**src/rtl/txd_ring_pkg.sv**
```systemverilog
package txd_ring_pkg;
  // defined transmit status bits: 13:0 and 31
  localparam logic [31:0] STAT_MASK = 32'h8000_3FFF;
  // word select within a 16-byte slot
  localparam logic [1:0] W_STAT = 2'd0;
  localparam logic [1:0] W_CTRL = 2'd1;
  localparam logic [1:0] W_LEN  = 2'd2;
  localparam int BUF_LSB = 6;
  localparam int BUF_W   = 32 - BUF_LSB;

  typedef enum logic [1:0] {
    ENG_IDLE,
    ENG_REQ,
    ENG_WAIT
  } eng_state_e;
endpackage

```
**src/rtl/txd_slot.sv**
```systemverilog
module txd_slot
  import txd_ring_pkg::*;
#(
  parameter int LEN_W = 14
) (
  input  logic             clk_i,
  input  logic             rst_ni,
  input  logic             wr_ctrl_i,
  input  logic             wr_len_i,
  input  logic [31:0]      wdata_i,
  input  logic             cpl_i,
  input  logic [31:0]      cpl_status_i,
  output logic             en_o,
  output logic             done_o,
  output logic [BUF_W-1:0] addr_o,
  output logic [LEN_W-1:0] len_o,
  output logic [31:0]      status_o
);
  logic unused_wbits;
  assign unused_wbits = ^wdata_i[BUF_LSB-1:2];

  always_ff @(posedge clk_i or negedge rst_ni) begin
    if (!rst_ni) begin
      en_o     <= 1'b0;
      done_o   <= 1'b0;
      addr_o   <= '0;
      len_o    <= '0;
      status_o <= '0;
    end else begin
      if (wr_ctrl_i) begin
        en_o   <= wdata_i[0];
        done_o <= done_o & wdata_i[1];  // software may only clear done
        addr_o <= wdata_i[31:BUF_LSB];
      end
      if (wr_len_i) len_o <= wdata_i[LEN_W-1:0];
      // hardware retire wins over a same-cycle software write
      if (cpl_i) begin
        en_o     <= 1'b0;
        done_o   <= 1'b1;
        status_o <= cpl_status_i & STAT_MASK;
      end
    end
  end
endmodule

```
**src/rtl/txd_engine.sv**
```systemverilog
module txd_engine
  import txd_ring_pkg::*;
#(
  parameter int NUM_SLOTS = 4,
  parameter int LEN_W     = 14,
  parameter int IDX_W     = $clog2(NUM_SLOTS)
) (
  input  logic                 clk_i,
  input  logic                 rst_ni,
  input  logic [NUM_SLOTS-1:0] slot_en_i,
  input  logic [BUF_W-1:0]     cur_addr_i,
  input  logic [LEN_W-1:0]     cur_len_i,
  input  logic                 req_ready_i,
  input  logic                 cpl_valid_i,
  output logic [IDX_W-1:0]     cur_idx_o,
  output logic                 req_valid_o,
  output logic [31:0]          req_addr_o,
  output logic [LEN_W-1:0]     req_len_o,
  output logic                 cpl_fire_o,
  output logic                 irq_o
);
  eng_state_e state_q;

  assign req_valid_o = (state_q == ENG_REQ);
  assign cpl_fire_o  = (state_q == ENG_WAIT) && cpl_valid_i;

  always_ff @(posedge clk_i or negedge rst_ni) begin
    if (!rst_ni) begin
      state_q    <= ENG_IDLE;
      cur_idx_o  <= '0;
      req_addr_o <= '0;
      req_len_o  <= '0;
      irq_o      <= 1'b0;
    end else begin
      irq_o <= cpl_fire_o;
      unique case (state_q)
        ENG_IDLE: if (slot_en_i[cur_idx_o]) begin
          state_q    <= ENG_REQ;
          req_addr_o <= {cur_addr_i, {BUF_LSB{1'b0}}};
          req_len_o  <= cur_len_i;
        end
        ENG_REQ:  if (req_ready_i) state_q <= ENG_WAIT;
        ENG_WAIT: if (cpl_valid_i) begin
          state_q   <= ENG_IDLE;
          cur_idx_o <= cur_idx_o + 1'b1;  // power-of-two ring wraps
        end
        default:  state_q <= ENG_IDLE;
      endcase
    end
  end
endmodule

```
**src/rtl/txd_ring.sv**
```systemverilog
module txd_ring
  import txd_ring_pkg::*;
#(
  parameter int NUM_SLOTS = 4,  // power of two, 2 or 4 (index field is 2 bits)
  parameter int LEN_W     = 14,
  localparam int IDX_W    = $clog2(NUM_SLOTS),
  localparam int AW       = IDX_W + 4
) (
  input  logic             clk_i,
  input  logic             rst_ni,
  input  logic             reg_we_i,
  input  logic [AW-1:0]    reg_addr_i,
  input  logic [31:0]      reg_wdata_i,
  output logic [31:0]      reg_rdata_o,
  output logic             req_valid_o,
  input  logic             req_ready_i,
  output logic [31:0]      req_addr_o,
  output logic [LEN_W-1:0] req_len_o,
  input  logic             cpl_valid_i,
  input  logic [31:0]      cpl_status_i,
  output logic             irq_o
);
  logic [IDX_W-1:0]     slot_sel;
  logic [1:0]           word_sel;
  logic [IDX_W-1:0]     cur_idx;
  logic                 cpl_fire;
  logic [NUM_SLOTS-1:0] slot_en, slot_done;
  logic [BUF_W-1:0]     slot_addr [NUM_SLOTS];
  logic [LEN_W-1:0]     slot_len  [NUM_SLOTS];
  logic [31:0]          slot_stat [NUM_SLOTS];
  logic                 unused_alo;

  assign slot_sel   = reg_addr_i[AW-1:4];
  assign word_sel   = reg_addr_i[3:2];
  assign unused_alo = ^reg_addr_i[1:0];

  for (genvar i = 0; i < NUM_SLOTS; i++) begin : g_slot
    txd_slot #(.LEN_W(LEN_W)) u_slot (
      .clk_i        (clk_i),
      .rst_ni       (rst_ni),
      .wr_ctrl_i    (reg_we_i && slot_sel == IDX_W'(i) && word_sel == W_CTRL),
      .wr_len_i     (reg_we_i && slot_sel == IDX_W'(i) && word_sel == W_LEN),
      .wdata_i      (reg_wdata_i),
      .cpl_i        (cpl_fire && cur_idx == IDX_W'(i)),
      .cpl_status_i (cpl_status_i),
      .en_o         (slot_en[i]),
      .done_o       (slot_done[i]),
      .addr_o       (slot_addr[i]),
      .len_o        (slot_len[i]),
      .status_o     (slot_stat[i])
    );
  end

  txd_engine #(.NUM_SLOTS(NUM_SLOTS), .LEN_W(LEN_W), .IDX_W(IDX_W)) u_engine (
    .clk_i       (clk_i),
    .rst_ni      (rst_ni),
    .slot_en_i   (slot_en),
    .cur_addr_i  (slot_addr[cur_idx]),
    .cur_len_i   (slot_len[cur_idx]),
    .req_ready_i (req_ready_i),
    .cpl_valid_i (cpl_valid_i),
    .cur_idx_o   (cur_idx),
    .req_valid_o (req_valid_o),
    .req_addr_o  (req_addr_o),
    .req_len_o   (req_len_o),
    .cpl_fire_o  (cpl_fire),
    .irq_o       (irq_o)
  );

  always_comb begin
    unique case (word_sel)
      W_STAT:  reg_rdata_o = slot_stat[slot_sel];
      W_CTRL:  reg_rdata_o = {slot_addr[slot_sel], 2'b00, 2'(cur_idx),
                              slot_done[slot_sel], slot_en[slot_sel]};
      W_LEN:   reg_rdata_o = 32'(slot_len[slot_sel]);
      default: reg_rdata_o = '0;
    endcase
  end
endmodule

```
**config.mk**
```make
export PLATFORM = sky130hd
export DESIGN_NAME = txd_ring
export DESIGN_NICKNAME = d
export VERILOG_FILES = /design/src/rtl/txd_ring_pkg.sv /design/src/rtl/txd_slot.sv /design/src/rtl/txd_engine.sv /design/src/rtl/txd_ring.sv
export SDC_FILE = /design/constraint.sdc
export NUM_CORES = 1
export LEC_CHECK = 0
export CAP_MARGIN = 10
export CORE_MARGIN = 5
export CORE_UTILIZATION = 56
export DETAILED_ROUTE_END_ITERATION = 7
export PLACE_DENSITY = 0.91
export REMOVE_ABC_BUFFERS = 1
export SLEW_MARGIN = 25
export SYNTH_ARGS = -nofsm -noshare
export SYNTH_HDL_FRONTEND = slang
export SYNTH_SLANG_ARGS = --single-unit
```
**constraint.sdc**
```tcl
create_clock -name clk_i -period 2.8 [get_ports clk_i]
set_input_delay 0.56 -clock clk_i [delete_from_list [all_inputs] [get_ports clk_i]]
set_output_delay 0.56 -clock clk_i [all_outputs]
set_load 0.02 [all_outputs]
```
==> reports/results.ini <==
[drt]
routedWlPerCell_um=23.5
ant_nets=0
drt_iter0_drc=483
drc_errors=0
dr_total_vias=7922
via_per_inst=6.08
drt-pass1-iter-count=5
routed_wl_mm=30.7

[clock_network]
cts_tree=yes
cts_sinks=273
numCtsBuffers=29
path_clk_slew_ns=0.06
htree_levels=1
cts-root-buf=clkbuf_16
ctsLongestPathBuffers=3
insertion_delay_ns=0.55

[grt]
grt_pass1_wl_mm=48.7
grt_overflow_total=0
grtUsageTotal=0.235
grt_max_degree=75
grt_pass1_vias=8677
antenna_found_initial=3

[power]
p_int_mw=10.9
pwr-share-clk=0.261
leakage_nw=7.04
seqPwrFrac=0.394
switching_share=0.299
pwr-share-comb=0.345
power_density_nw_per_um2=971
ir_worst_vdd_uv=586
switchingPower_mw=4.67

[timing]
min_period_ns=2.75
min_period_over_period=0.983
worstMarginPinSlew_ns=0.668
hold_viol_final=0
setup_ws_ns=0.0472
slew_violations=0
finClkSkew_ns=0.0160
setup_viol=0
max_slew_margin=0.554
max_freq_mhz=363
rsz0062_at_grt=no

[layout]
nets=1046
final_area_um2=16100
layout-drive-gt1-share=0.474
syn_to_final_growth_pct=23.3
finalNonFillerCells=1304

[setup_path]
reg2reg_slack_ns=0.74
endpoint=reg_rdata_o[8]
rr_endpoint=u_engine.req_addr_o[19]
reg2reg_from=u_engine.cur_idx_o[0]
path_class=primary input to primary output
reg2reg_depth=5
path_max_fanout=6
worstPathArrival_ns=2.19
cp-end-kind=primary output
crit_path_start=reg_addr_i[3]
required_ns=2.24
cp-start-kind=primary input

[die]
num_rows=55
core_um2=22800
io_pins=155
die_y_um=163
die_w_um=163
initial_core_util=0.572
die-area_um2=26400

[synthesis]
ys_seq_elements=273
synth_edf_count=0
synth.area.top_cells=dfrtp_1, mux2_2, mux4_2, buf_2, nand2_1
synth_cells=807
yosysWarnings=0
async_reset_ff_frac=1.00
synth-seq-area-share=0.524
synth_top_area_cell=dfrtp_1
synth_top_area_frac=0.524
avgSynthCellArea_um2=16.2
ys_types=38
syn_area_um2=13000
synth-main-ff-cell=dfrtp_1

[placed_design]
portBuffers=129
dp_hpwl_mm=19.5
gp_congestion=0.777
place_area_um2=15000
placedCellCount=1248
preCtsSetupSlack_ns=-0.285

[flow_run]
max_cap_violations=0

[run_status]
status=completed

[worst_hold_path]
hold_class=flop to flop
whs_path_depth=1

## registers in the layout, summed over array words and instances, names as in the netlist
| signal | count |
|---|---|
| u_engine.cur_idx_o | 2 |
| g_slot.u_slot.en_o | 4 |
| u_engine.req_addr_o | 26 |
| g_slot.u_slot.done_o | 4 |
| g_slot.u_slot.status_o | 60 |
| g_slot.u_slot.addr_o | 104 |
| g_slot.u_slot.len_o | 56 |
| u_engine.req_len_o | 14 |
| u_engine.state_q | 2 |
| u_engine.irq_o | 1 |
## worst min path at each step
stage                                  from                           end  slack, ns
3_3_place_gp        u_engine.req_addr_o[26]       u_engine.req_addr_o[26]       0.47
4_1_cts             u_engine.req_addr_o[26]       u_engine.req_addr_o[26]       0.50
5_1_grt        g_slot[2].u_slot.status_o[1]  g_slot[2].u_slot.status_o[1]       0.51
6_report            u_engine.req_addr_o[26]       u_engine.req_addr_o[26]       0.49
2_1_floorplan                        rst_ni    g_slot[0].u_slot.addr_o[0]       0.26
3_5_place_dp        u_engine.req_addr_o[26]       u_engine.req_addr_o[26]       0.48
## logic make-up (layout without fill, tap and decap cells)
logic type / count (synthesis) / count (layout) / synth area share
AO/OA/AOI/OAI: 27 / 27 / 0.0156
XOR/XNOR: 1 / 1 / 0.000672
adder cells (fa/ha/maj): 4 / 4 / 0.00384
buffers and inverters: 64 / 242 / 0.0288
flip-flops: 273 / 273 / 0.524
multiplexers: 365 / 365 / 0.398
other: 1 / 7 / 0.000288
AND/OR/NAND/NOR: 72 / 72 / 0.0283
## cell type report
cell class,instances,area [um^2]
fillers,1443,6710
repair buffers,185,1920
diodes,1,2.50
clock inverters,15,206
well taps,313,392
inverters,3,11.3
multi-input cells,475,5880
flip-flops and latches,273,6840
clock buffers,39,823
## power groups by stage
stage	Clock, mW	Sequential, mW	Combinational (mW)
after floorplan	0	6.41	3.15
after global placement	0	6.05	5.29
after detailed placement	0	6.18	5.45
after CTS	4.14	6.14	5.45
after global routing	4.28	6.30	5.79
final	4.07	6.14	5.39
## critical path, stage by stage
cell,delay (ns)
clkdlybuf4s50_1,0.47
buf_4,0.19
nor2_1,0.19
buf_4,0.21
a22oi_1,0.10
nand2_1,0.15
clkdlybuf4s15_1,0.33
## cells in the final DEF, fill, tap and decap left out, drive strengths merged, types with 2 or more instances in the layout
| cell | instances |
|---|---|
| o21ai | 5 |
| inv | 4 |
| mux2i | 8 |
| buf | 58 |
| clkdlybuf4s50 | 93 |
| dfrtp | 273 |
| clkbuf | 40 |
| mux2 | 260 |
| clkinv | 8 |
| dlygate4sd2 | 31 |
| nand2 | 33 |
| bufinv | 5 |
| nor2b | 4 |
| nand3b | 2 |
| nor3b | 2 |
| conb | 6 |
| a22oi | 12 |
| mux4 | 97 |
| a21oi | 4 |
| ha | 4 |
| and2 | 17 |
| nor2 | 7 |
## cells in the mapped netlist, types with 2 or more instances
cell / n
buf_1: 2
ha_1: 4
mux2i_1: 8
inv_1: 3
buf_4: 15
dfrtp_1: 273
a22oi_1: 12
clkbuf_1: 11
buf_6: 6
o21ai_0: 5
and2_1: 17
a21oi_1: 4
nor2_1: 6
buf_2: 27
nand3b_1: 2
nand2_1: 33
mux2_2: 251
mux2_1: 9
nor2b_1: 4
mux4_2: 97
## routing by layer
metal  vias up  track usage  wire (um)
met2       245        0.410      15900
li1       3370            -          -
met4         4       0.0663        717
met3        61       0.0453       1880
met5         -            0         27
met1      4242        0.304      12200
## repair_timing
| item | 4_1_cts | 5_1_grt |
|---|---|---|
| buffers inserted | 0 | 0 |
| endpoints found under the setup margin | 32 | 7 |
| hold buffers | 1 | 0 |
| gates resized for setup | 38 | 8 |
| hold endpoints to repair | 3 | 0 |
## through the flow
step	utilization	hold WS (ns)	power, mW	TNS [ns]
2_1_floorplan	-	0.264	9.55	-81.47
6_report	0.705	0.492	15.6	0
3_5_place_dp	0.660	0.484	11.6	-6.07
3_3_place_gp	0.660	0.468	11.3	-5.34
4_1_cts	0.704	0.498	15.7	0
5_1_grt	0.705	0.509	16.4	0
No activity file was read; power rests on OpenSTA's default activity.
